File: src/rtl/tdisp_pkg.sv
package tdisp_pkg;
  typedef enum logic [1:0] {K_FIXED, K_CALL, K_BAD} kind_e;

  localparam int unsigned N_FIXED  = 12;
  localparam logic [4:0] VEC_SETRST = 5'd0;
  localparam logic [4:0] VEC_CALL   = 5'd16;
  localparam logic [4:0] VEC_PRIV   = 5'd17;
  localparam logic [4:0] VEC_BAD    = 5'd18;
  localparam logic [4:0] VEC_ENTRY  = 5'd19;
  localparam logic [4:0] VEC_SWFAIL = 5'd20;

  // Fold an offset inside a call window into a function code.
  function automatic logic [7:0] fold_code(input logic [31:0] off, input logic high_half);
    logic [31:0] s;
    s = off >> 6;
    return 8'(s) + (high_half ? 8'h80 : 8'h00);
  endfunction

  // Restricted codes need mode field (status >> 3) equal to zero.
  function automatic logic needs_kernel(input logic [7:0] code);
    return code < 8'h80;
  endfunction
endpackage

File: src/rtl/tdisp_classify.sv
module tdisp_classify
  import tdisp_pkg::*;
#(
  parameter int unsigned IDX_W   = 16,
  parameter int unsigned LO_BASE = 32'h2000,
  parameter int unsigned HI_BASE = 32'h4000,
  parameter int unsigned HI_END  = 32'h6000
) (
  input  logic [IDX_W-1:0] idx,
  output kind_e            kind,
  output logic [7:0]       code
);
  logic [31:0] wide_idx;
  assign wide_idx = 32'(idx);

  always_comb begin
    kind = K_BAD;
    code = 8'h00;
    if (wide_idx < N_FIXED) begin
      kind = K_FIXED;
    end else if (wide_idx >= LO_BASE && wide_idx < HI_BASE) begin
      kind = K_CALL;
      code = fold_code(wide_idx - LO_BASE, 1'b0);
    end else if (wide_idx >= HI_BASE && wide_idx < HI_END) begin
      kind = K_CALL;
      code = fold_code(wide_idx - HI_BASE, 1'b1);
    end
  end
endmodule

File: src/rtl/tdisp_priv_gate.sv
module tdisp_priv_gate
  import tdisp_pkg::*;
#(
  parameter int unsigned ST_W = 8
) (
  input  logic            is_call,
  input  logic [7:0]      code,
  input  logic [ST_W-1:0] status,
  output logic            deny
);
  logic [ST_W-1:0] mode_field;
  assign mode_field = status >> 3;
  assign deny = is_call && needs_kernel(code) && (mode_field != '0);
endmodule

File: src/rtl/tdisp_swap.sv
module tdisp_swap #(
  parameter int unsigned OP_W      = 32,
  parameter int unsigned NSETS     = 3,
  parameter int unsigned ID_W      = 2,
  parameter int unsigned SMALL_LIM = 256
) (
  input  logic [OP_W-1:0]  operand,
  input  logic [NSETS-1:0] set_valid,
  output logic             sw_entry,
  output logic             sw_fail,
  output logic [ID_W-1:0]  sw_set,
  output logic [OP_W-1:0]  sw_base
);
  localparam logic [ID_W-1:0] SET_NONE = ID_W'(NSETS);

  logic hit;
  always_comb begin
    hit = 1'b0;
    for (int i = 0; i < NSETS; i++) begin
      if (operand == OP_W'(i) && set_valid[i]) hit = 1'b1;
    end
  end

  assign sw_entry = (operand >= OP_W'(SMALL_LIM));
  assign sw_fail  = !sw_entry && !hit;
  assign sw_set   = sw_entry ? SET_NONE : ID_W'(operand);
  assign sw_base  = sw_entry ? operand : '1;
endmodule

File: src/rtl/tdisp_top.sv
module tdisp_top
  import tdisp_pkg::*;
#(
  parameter int unsigned IDX_W   = 16,
  parameter int unsigned ST_W    = 8,
  parameter int unsigned OP_W    = 32,
  parameter int unsigned NSETS   = 3,
  parameter int unsigned ID_W    = $clog2(NSETS + 1),
  parameter logic [7:0]  SWAP_FN = 8'h0A
) (
  input  logic             clk,
  input  logic             rst_n,
  input  logic             exc_valid,
  input  logic [IDX_W-1:0] exc_index,
  input  logic [ST_W-1:0]  status,
  input  logic [OP_W-1:0]  call_operand,
  input  logic [OP_W-1:0]  exc_addr_in,
  input  logic [NSETS-1:0] set_valid,
  output logic             vec_valid,
  output logic [4:0]       vec_id,
  output logic [7:0]       fn_code,
  output logic [ID_W-1:0]  active_set,
  output logic [OP_W-1:0]  base_q,
  output logic [OP_W-1:0]  pc_q,
  output logic             pc_load,
  output logic             swap_fail,
  output logic [OP_W-1:0]  exc_addr_q
);
  localparam logic [ID_W-1:0] SET_NONE = ID_W'(NSETS);

  kind_e           cls_kind;
  logic [7:0]      cls_code;
  logic            priv_deny;
  logic            sw_entry, sw_fail;
  logic [ID_W-1:0] sw_set;
  logic [OP_W-1:0] sw_base;

  tdisp_classify #(.IDX_W(IDX_W)) u_cls (
    .idx(exc_index), .kind(cls_kind), .code(cls_code));

  tdisp_priv_gate #(.ST_W(ST_W)) u_gate (
    .is_call(cls_kind == K_CALL), .code(cls_code), .status(status), .deny(priv_deny));

  tdisp_swap #(.OP_W(OP_W), .NSETS(NSETS), .ID_W(ID_W)) u_swap (
    .operand(call_operand), .set_valid(set_valid),
    .sw_entry(sw_entry), .sw_fail(sw_fail), .sw_set(sw_set), .sw_base(sw_base));

  // Named events for the assertions
  logic ev_call_ok, ev_swap_go;
  assign ev_call_ok = exc_valid && (cls_kind == K_CALL) && !priv_deny;
  assign ev_swap_go = ev_call_ok && (cls_code == SWAP_FN);

  always_ff @(posedge clk) begin
    if (!rst_n) begin
      vec_valid  <= 1'b0;
      vec_id     <= '0;
      fn_code    <= '0;
      active_set <= '0;
      base_q     <= '1;
      pc_q       <= '0;
      pc_load    <= 1'b0;
      swap_fail  <= 1'b0;
      exc_addr_q <= '0;
    end else begin
      vec_valid <= exc_valid;
      pc_load   <= 1'b0;
      swap_fail <= 1'b0;
      if (exc_valid) begin
        exc_addr_q <= exc_addr_in & ~OP_W'(1);
        fn_code    <= cls_code;
        if (cls_kind == K_FIXED) begin
          vec_id <= 5'(exc_index);
        end else if (cls_kind == K_BAD) begin
          vec_id <= VEC_BAD;
        end else if (priv_deny) begin
          vec_id <= VEC_PRIV;
        end else if (ev_swap_go) begin
          if (sw_fail) begin
            vec_id    <= VEC_SWFAIL;
            swap_fail <= 1'b1;
          end else begin
            active_set <= sw_set;
            base_q     <= sw_base;
            if (sw_entry) begin
              vec_id  <= VEC_ENTRY;
              pc_q    <= call_operand;
              pc_load <= 1'b1;
            end else begin
              vec_id <= VEC_SETRST;
            end
          end
        end else begin
          vec_id <= VEC_CALL;
        end
      end
    end
  end

  AST_ONE_CYCLE: assert property (@(posedge clk) disable iff (!rst_n)
    vec_valid |-> $past(exc_valid));
  AST_ADDR_SAVED: assert property (@(posedge clk) disable iff (!rst_n)
    vec_valid |-> (exc_addr_q == ($past(exc_addr_in) & ~OP_W'(1))));
  AST_PRIV_NO_STATE: assert property (@(posedge clk) disable iff (!rst_n)
    (vec_valid && vec_id == VEC_PRIV) |-> ($stable(active_set) && $stable(base_q) && $stable(pc_q)));
  AST_ENTRY_LOAD: assert property (@(posedge clk) disable iff (!rst_n)
    pc_load |-> (pc_q == base_q && active_set == SET_NONE && vec_id == VEC_ENTRY));
  AST_FAIL_HOLD: assert property (@(posedge clk) disable iff (!rst_n)
    swap_fail |-> ($stable(active_set) && $stable(base_q) && $stable(pc_q)));
  AST_KNOWN_SET: assert property (@(posedge clk) disable iff (!rst_n)
    (vec_valid && vec_id == VEC_SETRST && $past(ev_swap_go)) |-> (base_q == '1 && active_set < SET_NONE));
endmodule

File: config.mk
export PLATFORM = sky130hd
export DESIGN_NAME = tdisp_top
export DESIGN_NICKNAME = d
export VERILOG_FILES = /design/src/rtl/tdisp_pkg.sv /design/src/rtl/tdisp_classify.sv /design/src/rtl/tdisp_priv_gate.sv /design/src/rtl/tdisp_swap.sv /design/src/rtl/tdisp_top.sv
export SDC_FILE = /design/constraint.sdc
export NUM_CORES = 1
export LEC_CHECK = 0
export ABC_AREA = 1
export CAP_MARGIN = 20
export CORE_ASPECT_RATIO = 1.75
export CORE_MARGIN = 2
export CORE_UTILIZATION = 35
export DETAILED_ROUTE_END_ITERATION = 12
export PLACE_DENSITY = 0.72
export RECOVER_POWER = 25
export SYNTH_ARGS = -nofsm -noshare
export SYNTH_HDL_FRONTEND = slang
export SYNTH_SLANG_ARGS = --single-unit
File: constraint.sdc
create_clock -name clk -period 1.6 [get_ports clk]
set_input_delay 0.4 -clock clk [delete_from_list [all_inputs] [get_ports clk]]
set_output_delay 0.4 -clock clk [all_outputs]
set_load 0.005 [all_outputs]
==> impl_metrics.csv, run 1 <==
group,metric,value,unit
sta,clock_skew,0,ns
critical_path,worstPathMaxFanout,10,
cts,clock-root-buffer,"clkbuf_16",
critical_path,cp_slowest_cell,"dlygate4sd2_1",
min_path,min_from,"call_operand[22]",
cts,ctsHtreeMaxLevel,4,
critical_path,r2r-end,"base_q[13]",
cells_and_area,fin_util,0.629,
synth,yosysSeqAreaShare,0.492,
global_routing,grt_pass1_vias,4955,
synth,synth_top_cell_by_area,"dfxtp_1",
synth,yosysUniqueCellTypes,21,
critical_path,crit_start,"call_operand[11]",
global_routing,grt_max_degree,39,
critical_path,path_class,"in2reg",
cells_and_area,syn_to_final_growth,76.2,%
pwr,vdd_drop_max,0.705,mV
sta,setup_viol_count_final,0,
synth,synth_warnings,0,
floorplanning,coreArea,0.0129,mm²
synth,synth_area_per_cell,7.27,µm²
placement,place_ws,-0.571,ns
cts,cts_tree,"built",
critical_path,cp_top_family,"simple AND/OR/NAND/NOR gates",
sta,finalCritPeriodShare,0.967,
critical_path,crit_cells,12,
floorplanning,dieHeight,156,µm
critical_path,critPathMostFrequentCell,"nand2_1",
cts,cts_made_buffers,17,
cts,path_clk_slew,0.05,ns
global_routing,antenna_found_initial,1,
global_routing,grt_use_total,0.215,
floorplanning,ios,208,
cts,cts.path.max_buffers,2,
critical_path,cpPeakStageDelay,0.25,ns
routing,routedWlPerCell,14.2,µm
floorplanning,fp.dieW,90.6,µm
floorplanning,placementRows,55,
min_path,hp-class,"in2reg",
cts,cts_sinks,113,
synth,synth.cell_area,0.00459,mm²
cells_and_area,layout_common_cells,"nand2_1 (193), dlygate4sd2_1 (134), inv_1 (109)",
sta,rsz0062_at_grt,"true",
critical_path,worstSetupEndpoint,"pc_q[1]",
synth,syn_inst,632,
pwr,cellLeakagePower,0.00455,µW
run_status,status,"complete, no violations",
placement,io_buffers,202,
synth,netlist.area_leader.share,0.492,
sta,maxSlewViolCount,0,
cells_and_area,mostFrequentLayoutCell,"nand2_1",
critical_path,arrival,1.84,ns
floorplanning,start_util,0.357,
synth,synth.area.top_cells,"dfxtp_1 (49%), nand2_1 (16%), inv_1 (9.2%)",
critical_path,worstSetupEndpointType,"flip-flop",
synth,synth_nets,726,
routing,antenna_left,0,
critical_path,crit_buf_inv,4,
critical_path,reg2reg_from,"base_q[13]",
routing,remaining_drc_errors,0,
routing,postRouteWirelength,15300,µm
global_routing,grt_pass1_wl,23900,µm
sta,period_minus_slack,1.55,ns
synth,ys_seq_elements,113,
sta,setup_ws,0.0533,ns
job,timing.max_cap.violations,0,
cells_and_area,nNetsFinal,984,
critical_path,rrSetupSlack,0.94,ns
sta,hold_viol_final,0,
cts,clkLatencyLatePin,0.40,ns
routing,first_iter_violations,169,
routing,via_count,4808,
global_routing,overflow,0,
routing,viasPerCell,4.47,
placement,gp_congestion,0.800,
critical_path,start_kind,"input port",
pwr,pwr_density_cell,975,mW/mm²
routing,firstDrtPassIters,5,
sta,fmax,0.647,GHz
placement,dpl.hpwl,10300,µm
critical_path,crit_required,1.90,ns
critical_path,reg2reg_depth,4,
cells_and_area,drive_above_1_share,0.173,
critical_path,path_cells,"dlygate4sd2_1, nor2_1, nand2_1, nor2_2, buf_4, buf_4, nand3_4, nand2_8, clkbuf_16, nand2_1, nand2_1, nor2_1",
floorplanning,die-area,0.0141,mm²
through the flow:
stage          instances  hold WS (ns)  instance area, µm²  TNS [ns]  power [µW]
6_report            1075         0.349                8090         0        7890
5_1_grt             1075         0.352                8090    -0.319        8170
4_1_cts             1071         0.363                7950         0        7950
3_5_place_dp        1019         0.445                7070    -42.83        3580
3_3_place_gp        1019         0.441                7070    -38.75        3580
2_1_floorplan        632         0.448                4590         0        3130
state kept, by name, summed over array words and instances, names as in the netlist:
signal / flops
swap_fail: 1
base_q: 32
vec_id: 5
vec_valid: 1
active_set: 2
exc_addr_q: 31
fn_code: 8
pc_load: 1
pc_q: 32
worst min path at each step:
stage / to / slack [ns] / cells past startpoint
5_1_grt: base_q[22] / 0.35 / 4
3_5_place_dp: vec_id[1] / 0.45 / 2
4_1_cts: fn_code[3] / 0.36 / 3
2_1_floorplan: vec_id[1] / 0.45 / 2
6_report: base_q[22] / 0.35 / 4
3_3_place_gp: vec_id[4] / 0.44 / 2
synth_stat cells (all sizes together):
| cell type | instances |
|---|---|
| a21oi | 6 |
| a22o | 31 |
| a32o | 4 |
| buf | 16 |
| clkbuf | 15 |
| conb | 1 |
| dfxtp | 113 |
| inv | 115 |
| nand2 | 202 |
| nand3 | 19 |
| nand3b | 27 |
| nand4 | 1 |
| nor2 | 73 |
| o21ai | 7 |
| or2 | 2 |
worst min-delay path, cell delays in order:
cell	delay (ns)
clkbuf_2	0.10
nand3b_1	0.12
nand2_1	0.05
nand2_1	0.04
where the power goes:
group / switching [µW] / internal, µW / leakage, µW / total [µW]
clock network: 1360 / 3060 / 0.000333 / 4420
registers: 28.7 / 2870 / 0.000918 / 2900
logic: 228 / 340 / 0.00330 / 568
area by class of cell:
type                            instances  area (µm²)
Sequential cell                       113        2280
Fill cell                            1171        4770
Multi-Input combinational cell        373        1880
Tap cell                              171         214
Inverter                              115         432
Antenna cell                            1        2.50
Timing Repair Buffer                  270        2590
Clock buffer                           20         467
Clock inverter                         12         226
timing repair:
item	4_1_cts	5_1_grt
hold buffers	0	0
endpoints found under the setup margin	184	68
setup buffers	16	3
gates resized for setup	200	55
cloned	4	3
pin swaps	43	41
metal layers:
metal | part of all wire | GRT usage | vias to the layer above
li1 | - | - | 2429
met1 | 0.36 | 0.208 | 2169
met2 | 0.54 | 0.414 | 183
met3 | 0.072 | 0.0734 | 27
met4 | 0.025 | 0.0791 | 0
met5 | 0 | 0 | -
cells by family after synthesis:
kind of cell | count (synthesis) | synth area share
simple gates | 324 | 0.296
buf+inv | 146 | 0.129
flops | 113 | 0.492
compound gates | 48 | 0.0820
other cells | 1 | 0.000816
No activity file was read; power rests on OpenSTA's default activity.
==> inputs of run 2 (changes only) <==
--- a/config.mk
+++ b/config.mk
@@ -11,7 +11,7 @@
 export CORE_MARGIN = 2
 export CORE_UTILIZATION = 35
 export DETAILED_ROUTE_END_ITERATION = 12
-export PLACE_DENSITY = 0.72
+export PLACE_DENSITY = 0.82
 export RECOVER_POWER = 25
 export SYNTH_ARGS = -nofsm -noshare
 export SYNTH_HDL_FRONTEND = slang
==> impl_metrics.csv, run 2 (synthesis gave the netlist of run 1 again) <==
group,metric,value,unit
critical_path,cp_slowest_cell,"clkdlybuf4s50_1",
critical_path,arrival,1.85,ns
placement,dp_cells,1018,
cts,cts_made_buffers,17,
routing,first_iter_violations,209,
routing,antenna_left,0,
critical_path,path_class,"in2reg",
global_routing,grt_pass1_vias,4800,
routing,remaining_drc_errors,0,
critical_path,worstPathMaxFanout,8,
pwr,vdd_drop_max,0.673,mV
cells_and_area,mostFrequentLayoutCell,"nand2_1",
cts,clock-root-buffer,"clkbuf_16",
cells_and_area,layout_common_cells,"nand2_1 (192), dlygate4sd2_1 (147), inv_1 (109)",
cells_and_area,num_antenna_cells,0,
floorplanning,die-area,0.0141,mm²
cts,cts.path.max_buffers,2,
cells_and_area,syn_to_final_growth,69.5,%
cells_and_area,fin_util,0.605,
sta,finalCritPeriodShare,0.943,
cts,ctsHtreeMaxLevel,4,
critical_path,cpPeakStageDelay,0.43,ns
critical_path,crit_required,1.94,ns
global_routing,grt_pass1_wl,24000,µm
floorplanning,dieHeight,156,µm
cells_and_area,fin_cells,1063,
sta,setup_viol_count_final,0,
global_routing,overflow,0,
sta,fmax,0.663,GHz
global_routing,grt_max_degree,43,
critical_path,worstSetupEndpointType,"flip-flop",
sta,holdWs,0.328,ns
pwr,cellLeakagePower,0.00443,µW
routing,routedWlPerCell,14.3,µm
floorplanning,placementRows,55,
sta,maxSlewViolCount,0,
routing,firstDrtPassIters,5,
min_path,hp-class,"in2reg",
routing,postRouteWirelength,15200,µm
cts,cts_sinks,113,
floorplanning,start_util,0.357,
cells_and_area,fillers,1177,
cells_and_area,drive_above_1_share,0.149,
floorplanning,coreArea,0.0129,mm²
placement,dpl.hpwl,10900,µm
sta,period_minus_slack,1.51,ns
global_routing,grt_use_total,0.219,
cts,clkLatencyLatePin,0.40,ns
routing,viasPerCell,4.52,
sta,fin_tns_setup,0,ns
cells_and_area,nNetsFinal,973,
sta,hold_viol_final,0,
cts,cts_hold_buf,0,
cts,path_clk_slew,0.06,ns
cts,cts_tree,"built",
critical_path,start_kind,"input port",
routing,via_count,4804,
placement,gp_congestion,0.871,
placement,io_buffers,202,
floorplanning,ios,208,
sta,tightest_slew,0.738,ns
cells_and_area,largestRegisters,"base_q x32, pc_q x32, exc_addr_q x31",
run_status,status,"complete, no violations",
pwr,pwr_density_cell,923,mW/mm²
critical_path,path_cells,"clkdlybuf4s50_1, inv_2, nand3_2, nor2_4, nand3_2, nand2_4, nand2_8, buf_12, buf_8, nand2_2, nand2_1, nand2_1",
placement,place_ws,-0.573,ns
floorplanning,fp.dieW,90.6,µm
job,timing.max_cap.violations,0,
sta,setup_ws,0.0913,ns
sta,relSlewSlack,0.508,
global_routing,antenna_found_initial,0,
sta,clock_skew,0,ns
==> run 2: critical path, delay by kind of cell <==
family	cells	cell delay (ns)
simple gates	8	0.69
buf+inv	4	0.76
==> run 2: path summary, 6_finish.rpt <==
path | start | endpoint | slack (ns) | cells past startpoint
setup / recovery | call_operand[6] | base_q[24] | 0.09 | 12
hold / removal | rst_n | fn_code[3] | 0.33 | 3
setup reg to reg | base_q[31] | base_q[31] | 0.94 | 4
hold reg to reg | vec_id[1] | vec_id[1] | 0.45 | 2
==> run 2: cell type report <==
class                           count  area (µm²)  area share
Tap cell                          171         214      0.0275
Sequential cell                   113        2280       0.292
Multi-Input combinational cell    373        1850       0.237
Clock buffer                       17         425      0.0546
Timing Repair Buffer              259        2430       0.312
Inverter                          115         432      0.0554
Clock inverter                     15         160      0.0206
==> run 2: where the power goes <==
part           internal, µW  switching [µW]  total, µW
sequential             2880            30.9       2910
combinational           324             222        546
clock                  2310            1430       3740
==> run 2: what timing repair did <==
action	4_1_cts	5_1_grt
cloned	4	0
gates resized for setup	186	26
buffers inserted	9	3
setup endpoints to repair	182	72
pin swaps	32	18
==> run 2: layer usage <==
| layer | routed length (µm) | part of all wire | vias to the layer above | GRT usage |
|---|---|---|---|---|
| li1 | - | - | 2409 | - |
| met1 | 5310 | 0.35 | 2149 | 0.208 |
| met2 | 8310 | 0.55 | 210 | 0.420 |
| met3 | 968 | 0.064 | 36 | 0.0575 |
| met4 | 616 | 0.041 | 0 | 0.118 |
| met5 | 0 | 0 | - | 0 |
==> run 2: metrics by stage <==
step           cell area, µm²  power, µW
3_5_place_dp             7090       3580
3_3_place_gp             7090       3580
4_1_cts                  7800       7260
5_1_grt                  7790       7450
2_1_floorplan            4590       3130
6_report                 7790       7190
